$ cat src/rtl/sched_extractor_pkg.sv
package sched_extractor_pkg;
    typedef enum logic {
        ST_IDLE    = 1'b0,
        ST_EXTRACT = 1'b1
    } xstate_t;
endpackage

$ cat src/rtl/sched_tok_accept.sv
module sched_tok_accept (
    input  logic clk,
    input  logic rst_n,
    input  logic tok_req,
    output logic tok_ack,
    output logic tok_new
);
    logic phase_q;

    assign tok_new = (tok_req != phase_q);
    assign tok_ack = phase_q;

    always_ff @(posedge clk or negedge rst_n) begin
        if (!rst_n)       phase_q <= 1'b0;
        else if (tok_new) phase_q <= ~phase_q;
    end


    ack_toggle_chk: assert property (@(posedge clk) disable iff (!rst_n)
        tok_new |=> (tok_ack != $past(tok_ack)));
endmodule

$ cat src/rtl/sched_extract_ctrl.sv
module sched_extract_ctrl
    import sched_extractor_pkg::*;
#(
    parameter int DATA_W = 16,
    parameter int ADDR_W = 3
) (
    input  logic              clk,
    input  logic              rst_n,
    input  logic              tok_new,
    input  logic              tag_hit,
    input  logic [DATA_W-1:0] tok_data,
    output logic              wr_en,
    output logic [ADDR_W-1:0] wr_addr,
    output logic [DATA_W-1:0] wr_data
);
    localparam int SZ_W = ADDR_W + 1;

    xstate_t         state, state_nxt;
    logic [SZ_W-1:0] idx, idx_nxt;
    logic [SZ_W-1:0] len, len_nxt;
    logic            take, do_wr;
    logic [SZ_W-1:0] idx_inc;

    assign take    = tok_new && tag_hit;
    assign idx_inc = idx + 1'b1;

    always_comb begin
        state_nxt = state;
        idx_nxt   = idx;
        len_nxt   = len;
        do_wr     = 1'b0;
        unique case (state)
            ST_IDLE: begin
                idx_nxt = '0;
                if (take) begin
                    len_nxt = tok_data[SZ_W-1:0];
                    if (tok_data[SZ_W-1:0] != '0) state_nxt = ST_EXTRACT;
                end
            end
            ST_EXTRACT: begin
                if (take) begin
                    do_wr = 1'b1;
                    if (idx_inc == len) begin
                        idx_nxt   = '0;
                        state_nxt = ST_IDLE;
                    end else begin
                        idx_nxt = idx_inc;
                    end
                end
            end
        endcase
    end

    always_ff @(posedge clk or negedge rst_n) begin
        if (!rst_n) begin
            state <= ST_IDLE;
            idx   <= '0;
            len   <= '0;
        end else begin
            state <= state_nxt;
            idx   <= idx_nxt;
            len   <= len_nxt;
        end
    end

    always_ff @(posedge clk or negedge rst_n) begin
        if (!rst_n) begin
            wr_en   <= 1'b0;
            wr_addr <= '0;
            wr_data <= '0;
        end else begin
            wr_en <= do_wr;
            if (do_wr) begin
                wr_addr <= idx[ADDR_W-1:0];
                wr_data <= tok_data;
            end
        end
    end


    idle_idx_chk: assert property (@(posedge clk) disable iff (!rst_n)
        (state == ST_IDLE) |-> (idx == '0));

    idx_bound_chk: assert property (@(posedge clk) disable iff (!rst_n)
        (state == ST_EXTRACT) |-> (idx < len));

    foreign_hold_chk: assert property (@(posedge clk) disable iff (!rst_n)
        (tok_new && !tag_hit) |=> ($stable(state) && $stable(idx) && !wr_en));
endmodule

$ cat src/rtl/sched_extractor.sv
module sched_extractor #(
    parameter int TAG_W  = 4,
    parameter int DATA_W = 16,
    parameter int ADDR_W = 3
) (
    input  logic              clk,
    input  logic              rst_n,
    input  logic [TAG_W-1:0]  own_tag,
    input  logic              tok_req,
    input  logic [TAG_W-1:0]  tok_tag,
    input  logic [DATA_W-1:0] tok_data,
    output logic              tok_ack,
    output logic              wr_en,
    output logic [ADDR_W-1:0] wr_addr,
    output logic [DATA_W-1:0] wr_data
);
    logic tok_new;
    logic tag_hit;

    assign tag_hit = (tok_tag == own_tag);

    sched_tok_accept u_accept (
        .clk     (clk),
        .rst_n   (rst_n),
        .tok_req (tok_req),
        .tok_ack (tok_ack),
        .tok_new (tok_new)
    );

    sched_extract_ctrl #(
        .DATA_W (DATA_W),
        .ADDR_W (ADDR_W)
    ) u_ctrl (
        .clk      (clk),
        .rst_n    (rst_n),
        .tok_new  (tok_new),
        .tag_hit  (tag_hit),
        .tok_data (tok_data),
        .wr_en    (wr_en),
        .wr_addr  (wr_addr),
        .wr_data  (wr_data)
    );


    wr_cause_chk: assert property (@(posedge clk) disable iff (!rst_n)
        wr_en |-> $past(tok_new));
endmodule

$ cat config.mk
export PLATFORM = sky130hd
export DESIGN_NAME = sched_extractor
export DESIGN_NICKNAME = d
export VERILOG_FILES = /design/src/rtl/sched_extractor_pkg.sv /design/src/rtl/sched_tok_accept.sv /design/src/rtl/sched_extract_ctrl.sv /design/src/rtl/sched_extractor.sv
export SDC_FILE = /design/constraint.sdc
export NUM_CORES = 1
export LEC_CHECK = 0
export BUFFER_PORTS_ARGS = -buffer_cell sky130_fd_sc_hd__buf_4
export CORE_MARGIN = 2
export CORE_UTILIZATION = 44
export CTS_CLUSTER_DIAMETER = 30
export CTS_CLUSTER_SIZE = 40
export DETAILED_ROUTE_END_ITERATION = 6
export GPL_TIMING_DRIVEN = 1
export PLACE_DENSITY = 0.71
export SLEW_MARGIN = 10
export SYNTH_ARGS = -nofsm -noshare
export SYNTH_HDL_FRONTEND = slang
export SYNTH_SLANG_ARGS = --single-unit
$ cat constraint.sdc
create_clock -name clk -period 1.7 [get_ports clk]
set_input_delay 0.34 -clock clk [delete_from_list [all_inputs] [get_ports clk]]
set_output_delay 0.34 -clock clk [all_outputs]
set_load 0.02 [all_outputs]
---- Word level (Yosys, flattened, before mapping) ----
Index checks and enable logic that the tools add are counted.
word-level totals
  bits in registers ....................... 30
  output and inout port bits .............. 21
  word-level logic and storage cells ...... 27
operators by class
  add/subtract/negate cells ............... 1
  eq/ne operators ......................... 4
  mux-type cells .......................... 10
  bitwise operators ....................... 2
  reduce and logical (&&, ||, !) cells .... 3
operators with widths
  operator                                                        count
  4-bit equality test                                             2
  4-bit two-way mux                                               2
  4-bit one-hot mux with 2 select lines                           1
  1-bit two-way mux                                               6
  4-bit by 1-bit adder with 4-bit output (second input constant)  1
  4-bit nonzero test                                              1
  2-bit != test (second input constant)                           1
  1-bit inverter                                                  2
  1-bit one-hot mux with 2 select lines                           1
  2-bit AND reduction                                             1
  1-bit logical AND                                               1
  1-bit != test                                                   1

---- Logic depth before layout (Yosys ltp) ----
Gate-level depths: netlist of run 1.
  depth in word-level cells ............... 5
  depth in mapped cells ................... 7
  gate-level depth less buffers ........... 6

---- By module ----
From an unflattened synthesis of run 1, not the netlist that was laid out.
unflattened totals
  cell total of the unflattened synthesis .. 96
  area, all modules ....................... 1,305.0 um^2
modules (own cells, without submodules)
  module              times used  cells an instance  area each (um^2)
  sched_extract_ctrl  1           88                 1,219.9
  sched_extractor     1           5                  47.5
  sched_tok_accept    1           3                  37.5

---- Worst setup path after synthesis of run 1 ----
OpenSTA, ideal clock, no wires.
  path kind ............................... register to register
  from .................................... register u_accept.phase_q, in the netlist u_accept.tok_ack
  to ...................................... register u_ctrl.len[0]
  setup time .............................. 125 ps
  data arrival time ....................... 1,483 ps
  required time ........................... 1,575 ps
  slack ................................... 92 ps
  cell stages (with the launch flop) ...... 7
  period minus slack after synthesis ...... 1,608 ps
  cells stage by stage .................... dfrtp_1 -> xnor2_1 -> nor2_1 -> and2_1 -> buf_6 -> and2b_1 -> mux2_2
on the way
  cells in the longest elaborated chain, start to end .. 3
RTL lines
  element                        line                      RTL
  start, declared                sched_tok_accept.sv:8     logic phase_q;
  start signal, assigned         sched_tok_accept.sv:15    else if (tok_new) phase_q <= ~phase_q;
  1-bit != test                  sched_tok_accept.sv:10    assign tok_new = (tok_req != phase_q);
  1-bit logical AND              sched_extract_ctrl.sv:24  assign take = tok_new && tag_hit;
  2-bit AND reduction (no line)  --
  end signal, assigned           sched_extract_ctrl.sv:62  len <= len_nxt;
  end, declared                  sched_extract_ctrl.sv:20  logic [SZ_W-1:0] len, len_nxt;
Every way passes these cells.
A chain may end at the register's enable or synchronous reset.

---- Worst setup path after layout of run 1 ----
  from .................................... register u_ctrl.idx[0]
  to ...................................... register u_ctrl.idx[3]
on the way
  cells in the longest elaborated chain, start to end .. 5
RTL lines
  element                                     line                      RTL
  start, declared                             sched_extract_ctrl.sv:19  logic [SZ_W-1:0] idx, idx_nxt;
  start signal, assigned                      sched_extract_ctrl.sv:61  idx <= idx_nxt;
  4-bit by 1-bit adder with 4-bit output (*)  sched_extract_ctrl.sv:25  assign idx_inc = idx + 1'b1;
  4-bit equality test                         sched_extract_ctrl.sv:43  if (idx_inc == len) begin
  4-bit two-way mux (*)                       sched_extract_ctrl.sv:43
  4-bit two-way mux (*)                       sched_extract_ctrl.sv:41  if (take) begin
  4-bit one-hot mux with 2 select lines (*)   sched_extract_ctrl.sv:32  unique case (state)
Mark *: on every way between the ends. The rest lies on a longest branch, timed or not. The select of a mux whose other input is x is not followed.

==> reports/metrics.yaml, run 1 <==
outcome:
  run_status: "finished, final reports clean"
cts:
  clkLatencyLatePin_ps: 320
  postCtsSetupBuffers: 0
  tritoncts: "yes"
  clkTransAtPathRegs_ps: 90
  htreeDepth: 2
  cts_sinks: 30
  cts_made_buffers: 5
  ctsRootBufferMaster: "clkbuf_4"
  cts_buffer_depth: 2
placement:
  dpl_cell_area_um2: 1850
  place.gp.congestion: 0.710
  placed_cells: 191
  io_buffers: 47
  hpwl_um: 2100
floorplan:
  die_w_um: 60.9
  die_h_um: 60.9
  core-area_um2: 3080
  io_pins: 48
  initial_core_util_pct: 46.3
  dieArea_um2: 3710
  rows: 20
critical_path:
  r2r_setup_slack_ps: 110
  crit_required_ps: 1910
  worstSetupEndpointType: "register"
  path_class: "reg2reg"
  endpoint: "u_ctrl.idx[3]"
  worstReg2RegEnd: "u_ctrl.idx[3]"
  regToRegStartpoint: "u_ctrl.idx[0]"
  worstPathArrival_ps: 1800
  reg2regPathDepth: 6
  critPathMaxFanout: 6
  worstSetupStartpointType: "register"
  crit_start: "u_ctrl.idx[0]"
yosys:
  synth_cell_types: 30
  synthCells: 99
  synthTopCellsByArea: "dfrtp_1 (53%), mux2_4 (19%), mux2_2 (4.0%)"
  syn-num-nets: 127
  avgSynthCellArea_um2: 14.4
  synth-main-ff-cell: "dfrtp_1"
  synth_edf_count: 0
  yosysSeqAreaShare_pct: 52.7
  yosysTopAreaCell: "dfrtp_1"
  synth.most_common_cell: "dfrtp_1"
  async_reset_ff_share_pct: 100
  syn-cell-area_um2: 1420
  yosysTopAreaCellShare_pct: 52.7
  synth-seq-cells: 30
  synthTopCellsByCount: "dfrtp_1 (30), mux2_4 (18), xor2_1 (6), mux2_2 (5), nand3_1 (4)"
  synth_warnings: 0
global_route:
  grt_overflow: 0
  grt_pass1_wl_um: 4470
  first_global_vias: 982
  antenna_found_initial: 0
  grtUsageTotal_pct: 17.3
  grt_max_degree: 31
detailed_routing:
  drt_iter0_markers: 26
  first_pass_iters: 6
  drc: 0
  via_count: 974
  viasPerCell: 4.87
  wl_per_cell_um: 14.0
  postRouteAntennaNets: 0
  drt_wl_total_um: 2800
power_and_ir_drop:
  irDropWorstVdd_mv: 0.764
  p_leak_nw: 1.02
  powerDensity_nw_per_um2: 1420
  p_total_w: 0.00273
cells_and_area:
  n_fill_cell: 249
  multi_input_area_um2: 619
  utilization_pct: 62.4
  fin_nets: 183
  antennaDiodeCount: 0
  regArea_um2: 751
  drive_above_1_share_pct: 56.4
  finalNonFillerCells: 200
  final_area_um2: 1920
  area_growth_pct: 34.9
sta:
  fin_hold_ws_ps: 134
  slew_headroom_pct: 74.5
  hold_viol_final: 0
  min_period_ps: 1590
  tightest_slew_ps: 383
  fmaxAchievable_mhz: 630
  slew_violations: 0
  min_period_over_period_pct: 93.4
  fin_skew_ps: 6.83
  setup_viol: 0
run:
  maxCapViolations: 0
min_path:
  hp-class: "in2reg"
-- per-layer routing --
metal,up-vias,track usage [%],routed length [µm]
met5,-,0,0
met4,0,10.6,80
met2,52,29.2,1370
met1,458,18.8,1150
li1,457,-,-
met3,7,5.97,199
-- report_power, final --
| group | switching [W] | internal, W |
|---|---|---|
| Clock | 0.000231 | 0.000200 |
| Sequential | 0.000180 | 0.000962 |
| Combinational | 0.000492 | 0.000664 |
-- timing repair --
| item | CTS | global route |
|---|---|---|
| gates resized for setup | 0 | 2 |
| setup endpoints to repair | 0 | 7 |
| hold buffers | 1 | 0 |
| endpoints found under the hold margin | 30 | 0 |
-- worst max-delay path, cell delays in order, from the launching register on --
cell and delay [ps]:
dfrtp_1 400, ha_1 330, xnor2_1 150, nand3_1 120, or2_4 280, nand4_1 100, o211ai_1 90
-- final cells by class --
class	instances	share of cell area, %
Clock buffer	7	2.87
Tap cell	44	2.87
Sequential cell	30	39.1
Multi-Input combinational cell	61	32.2
Inverter	2	0.391
Clock inverter	1	0.261
Timing Repair Buffer	55	22.3
-- through the flow --
step	worst slack [ps]	setup TNS (ps)
5_1_grt	-0.000666	0
2_1_floorplan	92.5	0
6_report	112	0
3_3_place_gp	-12.1	-164
4_1_cts	45.9	0
3_5_place_dp	-77.5	-643
-- layout by cell type, fill, tap and decap left out, types with 2 or more instances in the layout --
master    instances
buf_4            53
dfrtp_1          30
mux2_4           18
xor2_1            6
mux2_2            5
clkbuf_4          5
nand3_1           4
xnor2_1           3
nand2_1           3
nor2_1            2
and2_1            2
inv_1             2
nand4_1           2
o211ai_1          2
-- flip-flops by register name, indices dropped and copies added (netlist names) --
| signal | cells |
|---|---|
| u_ctrl.wr_en | 1 |
| u_ctrl.state | 1 |
| u_ctrl.wr_data | 16 |
| u_ctrl.wr_addr | 3 |
| u_accept.tok_ack | 1 |
| u_ctrl.idx | 4 |
| u_ctrl.len | 4 |
-- how the worst min path moves through the flow --
stage / slack, ps / start / depth (start not counted) / end
2_1_floorplan: 40 / rst_n / 0 / u_accept.tok_ack
3_3_place_gp: 280 / rst_n / 1 / u_ctrl.wr_data[4]
3_5_place_dp: 290 / rst_n / 1 / u_ctrl.wr_data[4]
4_1_cts: 120 / tok_req / 1 / u_accept.tok_ack
5_1_grt: 120 / tok_req / 1 / u_accept.tok_ack
6_report: 130 / tok_req / 1 / u_accept.tok_ack
-- cell families after synthesis --
group / after synthesis / share of synthesized area [%]
muxes: 23 / 22.9
xor gates and xnor gates: 10 / 7.12
AOI/OAI and AO/OA: 7 / 3.95
buffers and inverters: 8 / 4.04
DFF: 30 / 52.7
adders and majority gates: 1 / 0.879
and+or+nand+nor: 20 / 8.35
Note: power is estimated with default switching activity, not from simulation.
==> inputs of run 2 (changes only) <==
--- a/config.mk
+++ b/config.mk
@@ -7,12 +7,12 @@
 export LEC_CHECK = 0
 export BUFFER_PORTS_ARGS = -buffer_cell sky130_fd_sc_hd__buf_4
 export CORE_MARGIN = 2
-export CORE_UTILIZATION = 44
+export CORE_UTILIZATION = 49
 export CTS_CLUSTER_DIAMETER = 30
 export CTS_CLUSTER_SIZE = 40
 export DETAILED_ROUTE_END_ITERATION = 6
 export GPL_TIMING_DRIVEN = 1
-export PLACE_DENSITY = 0.71
+export PLACE_DENSITY = 0.75
 export SLEW_MARGIN = 10
 export SYNTH_ARGS = -nofsm -noshare
 export SYNTH_HDL_FRONTEND = slang
==> constraint.sdc (replaced) <==
create_clock -name clk -period 1.5 [get_ports clk]
set_input_delay 0.3 -clock clk [delete_from_list [all_inputs] [get_ports clk]]
set_output_delay 0.3 -clock clk [all_outputs]
set_load 0.02 [all_outputs]
==> run 2 against run 1 <==
  * Highest routed layer unchanged
  * Core utilization grew 10 points
  * Power is 17% higher
  * Global-route usage rose by 1.2 points
  * Critical endpoint is now u_ctrl.wr_data[10]
  * Final cell count shrank 4.0%
  * Worst setup slack worse by 110 ps
  * Non-clock buffer count grew 5
==> reports/metrics.yaml, run 2 (synthesis results as in run 1) <==
outcome:
  run_status: "finished, final reports clean"  # unchanged
detailed_routing:
  first_pass_iters: 4  # was 6
  drt_iter0_markers: 20  # was 26
  drc: 0  # unchanged
  drt_wl_total_um: 2830  # was 2800 µm
  via_count: 979  # was 974
  viasPerCell: 5.10  # was 4.87
  wl_per_cell_um: 14.7  # was 14.0 µm
  postRouteAntennaNets: 0  # unchanged
critical_path:
  cp_cell_sequence: "xnor2_2 > nor2_2 > and2_4 > nand2_4 > buf_12 > mux2_4"  # was ha_1 > xnor2_1 > nand3_1 > or2_4 > nand4_1 > o211ai_1
  crit_path_max_incr_delay_ps: 430  # was 400 ps
  crit_required_ps: 1720  # was 1910 ps
  regToRegStartpoint: "u_accept.tok_ack"  # was u_ctrl.idx[0]
  path_class: "reg2reg"  # unchanged
  worstPathArrival_ps: 1710  # was 1800 ps
  worstSetupEndpointType: "register"  # unchanged
  critPathMaxFanout: 13  # was 6
  worst_path_max_delay_cell: "dfrtp_2"  # was dfrtp_1
  cp_top_family: "flip-flops"  # was simple AND/OR/NAND/NOR gates
  worstSetupStartpointType: "register"  # unchanged
  worst-path-buf-inv: 1  # was 0
  crit_start: "u_accept.tok_ack"  # was u_ctrl.idx[0]
cells_and_area:
  regArea_um2: 752  # was 751 µm²
  layout_commonest_cell: "buf_4"  # unchanged
  antennaDiodeCount: 0  # unchanged
  n_fill_cell: 189  # was 249
  multi_input_area_um2: 668  # was 619 µm²
  drive_above_1_share_pct: 62.7  # was 56.4%
  regMostFlops: "u_ctrl.wr_data"  # unchanged
  fin_nets: 188  # was 183
  largest_register_ff_count: 16  # unchanged
  area_growth_pct: 40.4  # was 34.9%
  layout_common_cells: "buf_4 (56), dfrtp_1 (29), mux2_4 (19), xor2_1 (6), clkbuf_4 (5)"  # was buf_4 (53), dfrtp_1 (30), mux2_4 (18), xor2_1 (6)
  utilization_pct: 72.5  # was 62.4%
  reg.largest.list: "u_ctrl.wr_data: 16 flops, u_ctrl.idx: 4 flops, u_ctrl.len: 4 flops"  # unchanged
global_route:
  grtUsageTotal_pct: 18.5  # was 17.3%
  first_global_vias: 978  # was 982
  grt_max_degree: 31  # unchanged
  grt_pass1_wl_um: 4590  # was 4470 µm
  grt_overflow: 0  # unchanged
  antenna_found_initial: 0  # unchanged
sta:
  final.setup.tns_ps: 0  # unchanged
  setup_viol: 0  # unchanged
  fmaxAchievable_mhz: 668  # was 630 MHz
  tightest_slew_ps: 372  # was 383 ps
  fin_hold_ws_ps: 99.8  # was 134 ps
  min_period_over_period_pct: 99.8  # was 93.4%
  slew_violations: 0  # unchanged
  min_period_ps: 1500  # was 1590 ps
  fin_skew_ps: 12.4  # was 6.83 ps
  hold_viol_final: 0  # unchanged
  slew_headroom_pct: 75.2  # was 74.5%
  rsz0062_at_grt: "true"
floorplan:
  dieArea_um2: 3350  # was 3710 µm²
  io_pins: 48  # unchanged
  initial_core_util_pct: 51.6  # was 46.3%
  rows: 19  # was 20
  die_w_um: 57.9  # was 60.9 µm
  core-area_um2: 2760  # was 3080 µm²
  die_h_um: 57.9  # was 60.9 µm
power_and_ir_drop:
  irDropWorstVdd_mv: 1.14  # was 0.764 mV
  powerDensity_nw_per_um2: 1590  # was 1420 nW/µm²
  p_leak_nw: 1.07  # was 1.02 nW
min_path:
  hp-class: "in2reg"  # unchanged
  hold_start: "tok_req"  # unchanged
cts:
  cts_buffer_depth: 2  # unchanged
  cts_made_buffers: 5  # unchanged
  clkLatencyLatePin_ps: 340  # was 320 ps
  tritoncts: "yes"  # unchanged
  htreeDepth: 2  # unchanged
  ctsRootBufferMaster: "clkbuf_4"  # unchanged
  clkTransAtPathRegs_ps: 90  # about the same
  cts_sinks: 30  # unchanged
placement:
  place.gp.congestion: 0.751  # was 0.710
  hpwl_um: 2060  # was 2100 µm
  io_buffers: 47  # unchanged
run:
  maxCapViolations: 0  # unchanged
[run 2: layer usage]
layer | share of wire [%] | vias up | global-route usage (%)
met4 | 1.9 | 0 | 8.64
met5 | 0 | - | 0
li1 | - | 468 | -
met2 | 51 | 31 | 28.4
met3 | 5.3 | 6 | 5.58
met1 | 42 | 474 | 24.1
[run 2: layout make-up]
class / instances / share of cell area [%]
multi-input combinational: 61 / 33.4
inverter: 2 / 0.375
clock buffer: 7 / 2.75
clock inverter: 1 / 0.250
sequential: 30 / 37.6
timing repair buffer: 60 / 23.7
tap: 31 / 1.94
[run 2: worst paths after layout]
| check | endpoint | slack (ps) | depth (start not counted) |
|---|---|---|---|
| min reg2reg | u_ctrl.wr_data[5] | 520 | 1 |
| min in group asynchronous | u_ctrl.len[1] | 410 | 2 |
| max in group asynchronous | u_accept.tok_ack | 780 | 2 |
| max | u_ctrl.wr_data[10] | 2 | 6 |
| max reg2reg | u_ctrl.wr_data[10] | 2 | 6 |
| min | u_accept.tok_ack | 100 | 1 |
[run 2: repair_timing]
item                                    CTS  global route
endpoints found under the setup margin   27            28
gates resized for setup                   3             9
hold buffers                              1             0
hold endpoints to repair                 30             0
setup buffers                             2             0
[run 2: per-stage QoR]
step           total power [W]  setup WS (ps)  area, µm²  instances
5_1_grt                0.00334          -56.8       2000        192
3_3_place_gp           0.00259           -191       1870        181
4_1_cts                0.00315          -6.98       1960        192
2_1_floorplan          0.00211          -52.9       1450         99
3_5_place_dp           0.00263           -237       1870        181
6_report               0.00318           2.40       2000        192
[run 2: power breakdown]
| part | internal, W | switching (W) | total, W |
|---|---|---|---|
| registers | 0.00109 | 0.000221 | 0.00131 |
| clock network | 0.000227 | 0.000283 | 0.000510 |
| logic | 0.000796 | 0.000566 | 0.00136 |
| total | 0.00211 | 0.00107 | 0.00318 |
